### config.mk
export PLATFORM = sky130hd
export DESIGN_NAME = lsa_top
export DESIGN_NICKNAME = d
export VERILOG_FILES = /design/src/rtl/lsa_pkg.sv /design/src/rtl/lsa_mode_reg.sv /design/src/rtl/lsa_store_lanes.sv /design/src/rtl/lsa_load_extract.sv /design/src/rtl/lsa_top.sv
export SDC_FILE = /design/constraint.sdc
export NUM_CORES = 1
export LEC_CHECK = 0
export BUFFER_PORTS_ARGS = -buffer_cell sky130_fd_sc_hd__buf_4
export CAP_MARGIN = 10
export CELL_PAD_IN_SITES_DETAIL_PLACEMENT = 1
export CELL_PAD_IN_SITES_GLOBAL_PLACEMENT = 1
export CORE_ASPECT_RATIO = 1.75
export CORE_MARGIN = 5
export CORE_UTILIZATION = 21
export CTS_BUF_LIST = sky130_fd_sc_hd__clkbuf_8
export DETAILED_ROUTE_END_ITERATION = 10
export PLACE_DENSITY = 0.89
export SKIP_LAST_GASP = 1
export SLEW_MARGIN = 30
export SYNTH_ARGS = -nofsm -noshare
export SYNTH_HDL_FRONTEND = slang
export SYNTH_SLANG_ARGS = --single-unit
### constraint.sdc
create_clock -name clk -period 3.4 [get_ports clk]
set_input_delay 0.51 -clock clk [delete_from_list [all_inputs] [get_ports clk]]
set_output_delay 0.51 -clock clk [all_outputs]
set_load 0.005 [all_outputs]
### src/rtl/lsa_pkg.sv
package lsa_pkg;
  localparam int DATA_W = 32;
  localparam int NLANES = DATA_W / 8;
  localparam int OFF_W  = $clog2(NLANES);

  typedef enum logic [1:0] {
    SZ_BYTE = 2'd0,
    SZ_HALF = 2'd1,
    SZ_WORD = 2'd2,
    SZ_RSVD = 2'd3
  } acc_size_e;

  // True when the access cannot be served in one aligned memory word.
  function automatic logic is_misaligned(acc_size_e sz, logic [OFF_W-1:0] off);
    case (sz)
      SZ_BYTE: return 1'b0;
      SZ_HALF: return off[0];
      SZ_WORD: return |off;
      default: return 1'b1;
    endcase
  endfunction
endpackage

### src/rtl/lsa_mode_reg.sv
module lsa_mode_reg (
  input  logic clk,
  input  logic rst_n,
  input  logic mode_in,
  output logic big_q
);
  // Captured only while reset is held; frozen afterwards.
  always_ff @(posedge clk) begin
    if (!rst_n) big_q <= mode_in;
  end
endmodule

### src/rtl/lsa_store_lanes.sv
module lsa_store_lanes
  import lsa_pkg::*;
(
  input  logic              big,
  input  logic [OFF_W-1:0]  off,
  input  acc_size_e         size,
  input  logic [DATA_W-1:0] src,
  output logic [NLANES-1:0] strb,
  output logic [DATA_W-1:0] wdata
);
  for (genvar i = 0; i < NLANES; i++) begin : g_lane
    logic [OFF_W-1:0] idx;   // byte offset this lane represents
    logic             en;
    logic [7:0]       bval;

    assign idx = OFF_W'(i) ^ {OFF_W{big}};

    always_comb begin
      case (size)
        SZ_BYTE: begin
          en   = (idx == off);
          bval = src[7:0];
        end
        SZ_HALF: begin
          en   = (idx[OFF_W-1:1] == off[OFF_W-1:1]);
          bval = (idx[0] ^ big) ? src[15:8] : src[7:0];
        end
        SZ_WORD: begin
          en   = 1'b1;
          bval = src[8*i +: 8];
        end
        default: begin
          en   = 1'b0;
          bval = src[8*i +: 8];
        end
      endcase
    end

    assign strb[i]          = en;
    assign wdata[8*i +: 8]  = bval;
  end
endmodule

### src/rtl/lsa_load_extract.sv
module lsa_load_extract
  import lsa_pkg::*;
(
  input  logic              big,
  input  logic [OFF_W-1:0]  off,
  input  acc_size_e         size,
  input  logic              uns,
  input  logic [DATA_W-1:0] word,
  output logic [DATA_W-1:0] result
);
  logic [OFF_W-1:0] lane;
  logic [7:0]       bsel;
  logic [15:0]      hsel;

  assign lane = off ^ {OFF_W{big}};
  assign bsel = word[8*lane +: 8];
  assign hsel = (big ^ off[OFF_W-1]) ? word[31:16] : word[15:0];

  always_comb begin
    case (size)
      SZ_BYTE: result = uns ? {24'b0, bsel} : {{24{bsel[7]}}, bsel};
      SZ_HALF: result = uns ? {16'b0, hsel} : {{16{hsel[15]}}, hsel};
      SZ_WORD: result = word;
      default: result = '0;
    endcase
  end
endmodule

### src/rtl/lsa_top.sv
module lsa_top
  import lsa_pkg::*;
#(
  parameter int ADDR_W = 32
) (
  input  logic              clk,
  input  logic              rst_n,
  input  logic              cfg_big_endian,
  input  logic              st_valid,
  output logic              st_ready,
  input  logic [ADDR_W-1:0] st_addr,
  input  logic [1:0]        st_size,
  input  logic [DATA_W-1:0] st_data,
  output logic              st_addr_err,
  output logic              mem_wvalid,
  input  logic              mem_wready,
  output logic [ADDR_W-1:0] mem_waddr,
  output logic [NLANES-1:0] mem_wstrb,
  output logic [DATA_W-1:0] mem_wdata,
  input  logic              ld_rvalid,
  output logic              ld_rready,
  input  logic [DATA_W-1:0] ld_rword,
  input  logic [OFF_W-1:0]  ld_off,
  input  logic [1:0]        ld_size,
  input  logic              ld_unsigned,
  output logic              ld_valid,
  input  logic              ld_ready,
  output logic [DATA_W-1:0] ld_result,
  output logic              ld_addr_err
);
  logic              big_q;
  acc_size_e         st_sz, ld_sz;
  logic [OFF_W-1:0]  st_off;
  logic              st_bad, ld_bad;
  logic [NLANES-1:0] raw_strb;
  logic [DATA_W-1:0] raw_result;

  assign st_sz  = acc_size_e'(st_size);
  assign ld_sz  = acc_size_e'(ld_size);
  assign st_off = st_addr[OFF_W-1:0];
  assign st_bad = is_misaligned(st_sz, st_off);
  assign ld_bad = is_misaligned(ld_sz, ld_off);

  lsa_mode_reg u_mode (
    .clk     (clk),
    .rst_n   (rst_n),
    .mode_in (cfg_big_endian),
    .big_q   (big_q)
  );

  lsa_store_lanes u_st (
    .big   (big_q),
    .off   (st_off),
    .size  (st_sz),
    .src   (st_data),
    .strb  (raw_strb),
    .wdata (mem_wdata)
  );

  lsa_load_extract u_ld (
    .big    (big_q),
    .off    (ld_off),
    .size   (ld_sz),
    .uns    (ld_unsigned),
    .word   (ld_rword),
    .result (raw_result)
  );

  // Store stream: bad requests are dropped and consumed immediately.
  assign mem_waddr   = {st_addr[ADDR_W-1:OFF_W], {OFF_W{1'b0}}};
  assign mem_wstrb   = st_bad ? '0 : raw_strb;
  assign mem_wvalid  = st_valid & ~st_bad;
  assign st_ready    = st_bad | mem_wready;
  assign st_addr_err = st_valid & st_bad;

  // Load stream: pure pass-through handshake.
  assign ld_valid    = ld_rvalid;
  assign ld_rready   = ld_ready;
  assign ld_result   = ld_bad ? '0 : raw_result;
  assign ld_addr_err = ld_rvalid & ld_bad;
endmodule

# After elaboration in Yosys (flattened, before gate mapping)
# Cells that the tools add are included.
[op_classes] n_addsub=0 multipliers=0 div=0 n_lt_le_gt_ge=0 eq_ne=11 n_shift=1 mux=17 bitwise=11 n_reduce_logical=5
[op_table] op="$mux 32" n=3
[op_table] op="$pmux 32 s3" n=1
[op_table] op="$pmux 8 s2" n=2
[op_table] op="$shiftx 32x6->8" n=1
[op_table] op="$mux 8" n=3
[op_table] op="$pmux 1 s3" n=6
[op_table] op="$mux 16" n=1
[op_table] op="$eq 2x2->1" n=4
[op_table] op="$reduce_or 2->1" n=3
[op_table] op="$eq 2x1->1 const B" n=2
[op_table] op="$eq 2x2->1 const B" n=2
[op_table] op="$logic_not 2->1" n=2
[op_table] op="$mux 4" n=1
[op_table] op="$and 1x1->1" n=3
[op_table] op="$eq 1x1->1" n=3
[op_table] op="$xor 1x1->1" n=3
[op_table] op="$not 1->1" n=2
[op_table] op="$not 2->2" n=1
[op_table] op="$xor 2x2->2" n=1
[op_table] op="$or 1x1->1" n=1
[word_totals] register_bits=1 latchBits=0 ramBits=0 romBits=0 input_bits=110 output_inout_bits=106 n_memories=0

# Depth between registers and ports, before layout
[logic_depth] ltp_word=5 ltp_mapped=6 ltp_nobuf=4

# Hierarchy
# Synthesis repeated with hierarchy kept, for this count alone.
[unflattened] cells_unflattened=244 area_unflattened_um2=2057.0
[by_module_without_submodules] mod="lsa_top" instances=1 cells_per_inst=86 area_per_inst_um2=757.0 seq_area_each_um2=0.0
[by_module_without_submodules] mod="lsa_load_extract" instances=1 cells_per_inst=82 area_per_inst_um2=700.7 seq_area_each_um2=0.0
[by_module_without_submodules] mod="lsa_store_lanes" instances=1 cells_per_inst=74 area_per_inst_um2=565.5 seq_area_each_um2=0.0
[by_module_without_submodules] mod="lsa_mode_reg" instances=1 cells_per_inst=2 area_per_inst_um2=33.8 seq_area_each_um2=30.0

# Worst setup path before layout
# OpenSTA, ideal clock, no wires.
[synth_path] kind="flip-flop to output port" start="register u_mode.big_q" end="output ld_result[5]" arrival_time_ns=1.601 slack_ns=1.289 stages_incl_launch_ff=6 n_path_buf=1 cell_sequence="edfxtp_1 buf_4 xnor2_4 mux2_2 nor2b_1 a221o_1"
[synth_between] elab_chain_len=5 word_cells_on_any_way=8 cone_classes="shift: 1; mux: 5; bitwise: 2"
[synth_rtl] element="from (decl)" line="lsa_mode_reg.sv:5" rtl="output logic big_q"
[synth_rtl] element="from (signal assigned)" line="lsa_mode_reg.sv:9" rtl="if (!rst_n) big_q <= mode_in;"
[synth_rtl] element="$xor 2x2->2 or $xor 1x1->1 (tied branches)" line="lsa_load_extract.sv:15, lsa_load_extract.sv:17"
[synth_rtl] element="$shiftx 32x6->8 or $mux 16 (tied branches)" line="lsa_load_extract.sv:16, lsa_load_extract.sv:17"
[synth_rtl] element="$mux 32, on equally long branches" line="lsa_load_extract.sv:21, lsa_load_extract.sv:22"
[synth_rtl] element="$pmux 32 s3 (*)" line="lsa_load_extract.sv:20" rtl="case (size)"
[synth_rtl] element="$mux 32 (*)" line="lsa_top.sv:79" rtl="assign ld_result = ld_bad ? '0 : raw_result;"
[synth_rtl] element="to (decl)" line="lsa_top.sv:28" rtl="output logic [DATA_W-1:0] ld_result,"
# Mark *: on every way between the ends. The rest lies on a longest branch, timed or not.

# Worst setup path in the final report
[layout_path] start="input ld_off[0]" end="output ld_result[0]"
[layout_between] elab_chain_len=5 word_cells_on_any_way=7 cone_classes="shift: 1; mux: 4; bitwise: 1; reduce/logical: 1"
[layout_rtl] element="from (decl)" line="lsa_top.sv:23" rtl="input logic [OFF_W-1:0] ld_off,"
[layout_rtl] element="$xor 2x2->2" line="lsa_load_extract.sv:15" rtl="assign lane = off ^ {OFF_W{big}};"
[layout_rtl] element="$shiftx 32x6->8" line="lsa_load_extract.sv:16" rtl="assign bsel = word[8*lane +: 8];"
[layout_rtl] element="$mux 32" line="lsa_load_extract.sv:21" rtl="SZ_BYTE: result = uns ? {24'b0, bsel} : {{24{bsel[7]}}, bsel};"
[layout_rtl] element="$pmux 32 s3" line="lsa_load_extract.sv:20"
[layout_rtl] element="$mux 32 (*)" line="lsa_top.sv:79"
# Marks and branches as above.

==> results.ini <==
[grt]
overflow = 0
grt_util_all_layers = 0.1424
grt_start_max_net_pins = 33
grt_pass1_vias = 2328
antenna_found_initial = 0
grt_pass1_wl_um = 11760

[yosys]
syn_avg_cell_area_um2 = 7.307
syn_inst = 231
synth.distinct_cells = 43
synthFlopType = edfxtp_1
ys_warn_count = 0
ys_seq_area_frac = 0.01779
synth-seq-cells = 1
synth-edff-count = 1
async_reset_ff_frac = 0
synth_area_mm2 = 0.001688

[finish]
synthToLayoutAreaGrowth_pct = 51.67
antenna_cells_inserted = 0
final_common_cell = buf_4
fin_cells = 418
fin_area_mm2 = 0.002560
layout_common_cells = buf_4 (152), nand2_1 (43), mux2i_1 (24), o21ai_0 (20), mux2_2 (17)
utilization = 0.3237
drive_above_1_share = 0.5457
largest_reg_flops = 1
fillers = 993
final_nets = 440
top_register = u_mode.big_q
reg_top3 = u_mode.big_q (1)

[floorplan]
fp-row-count = 43
start_util = 0.2134
fp.dieW_um = 77.77
core_mm2 = 0.007909
top_level_ports = 216
dieArea_mm2 = 0.01000
die_h_um = 128.6

[placement]
routabilityCongestion = 0.8754
hpwlAfterDp_um = 6842
pre_cts_ws_ns = 0.7175
dpl-instance-area_mm2 = 0.002560
io_buffer_count = 151
post-place-cells = 418

[setup_path]
startpoint_type = input port
cp_max_fo = 15
crit_type = in -> out
cp.arrival_ns = 2.17
worst_ep_required_time_ns = 2.89
endpoint_kind = output pin

[sta]
holdWs_ns = 0.6896
fin_crit_sh = 0.7882
tns_ns = 0
final_hold_viol_count = 0
finalWorstSetupSlack_ns = 0.7201
setup_viol = 0
fmax_ghz = 0.3732
drv_slew = 0
period_minus_slack_ns = 2.680
rsz0062_at_grt = false
slew_headroom = 0.3742
tightest_slew_ns = 0.9347

[power]
seqPwrFrac = 0.045
power.internal_mw = 0.2360
pwr-share-comb = 0.955
vdd_ir_drop_max_mv = 0.05986
leakage_nw = 1.330
p_clk_frac = 0
switchingPower_mw = 0.1729
sw_frac_of_total = 0.4228
power_mw = 0.4089
power-per-cell-area_mw_per_mm2 = 159.7

[clocking]
path_clk_slew_ns = 0
post_cts_buffers = 0
ctsHoldBuffers = 0
post_cts_resized = 0

[routing]
routed_wirelength_um = 7683
ant_nets = 0
vias_per_cell = 5.057
drt_iter0_markers = 67
drc = 0
wl_per_cell_um = 18.38
dr.pass1.iters = 4
vias = 2114

[run_status]
status = completed

[min_path]
hp-class = in -> reg

[job]
drv_cap = 0

[final cells by class]
type / instances / area [um2] / share of cell area
timing repair buffer: 152 / 1141 / 0.4457
tap: 90 / 112.6 / 0.04399
inverter: 1 / 3.754 / 0.001466
sequential: 1 / 30.03 / 0.01173
multi-input combinational: 174 / 1272 / 0.4971
[final timing paths]
path | from | to | cells after the start
min | cfg_big_endian | u_mode.big_q | 1
max | ld_off[0] | ld_result[0] | 6
[cells by family (layout without fill, tap and decap cells)]
| kind of cell | Yosys count | count (layout) | synth area share |
|---|---|---|---|
| flip-flops | 1 | 1 | 0.01779 |
| XOR/XNOR | 4 | 4 | 0.03188 |
| other | 1 | 2 | 0.002222 |
| buffers and inverters | 57 | 153 | 0.2305 |
| AND/OR/NAND/NOR | 76 | 76 | 0.2276 |
| multiplexers | 43 | 43 | 0.2780 |
| AO/OA/AOI/OAI | 49 | 49 | 0.2120 |
[power by group through the flow]
stage          sequential (mW)  combinational [mW]  clock [mW]
2_1_floorplan           0.0151               0.212           0
3_3_place_gp            0.0183               0.385           0
3_5_place_dp            0.0184               0.394           0
4_1_cts                 0.0184               0.395           0
5_1_grt                 0.0187               0.423           0
6_report                0.0185               0.390           0
[synthesized netlist by cell type, types with 2 or more instances]
master	instances	area, um2
nand3b_1	2	15.01
a221o_1	2	20.02
nand2_1	43	161.4
a2bb2oi_1	6	52.55
mux2_2	17	191.4
nor2_1	4	15.01
buf_1	4	15.01
nor3_1	2	10.01
a21oi_1	2	10.01
and2_1	4	25.02
o22ai_1	6	37.54
a31oi_1	2	12.51
nand2b_1	2	12.51
mux2i_1	24	240.2
o21a_1	3	22.52
buf_4	44	330.3
clkbuf_1	5	18.77
xnor2_1	2	17.52
buf_2	2	10.01
nor2b_1	11	68.82
o21ai_0	20	100.1
o22a_1	2	17.52
a22oi_1	2	15.01
[critical path, stage by stage]
cell	delay, ns
buf_4	0.17
xnor2_1	0.21
or3_1	0.38
nand3b_1	0.32
o22ai_1	0.40
buf_4	0.18
[per-layer routing]
metal,share of wire,wire length (um),GRT usage
met1,0.29,2212,0.1128
met2,0.50,3878,0.2762
met3,0.12,905,0.04482
met4,0.089,686,0.1083
met5,0,0,0
No activity file was read; power rests on OpenSTA's default activity.
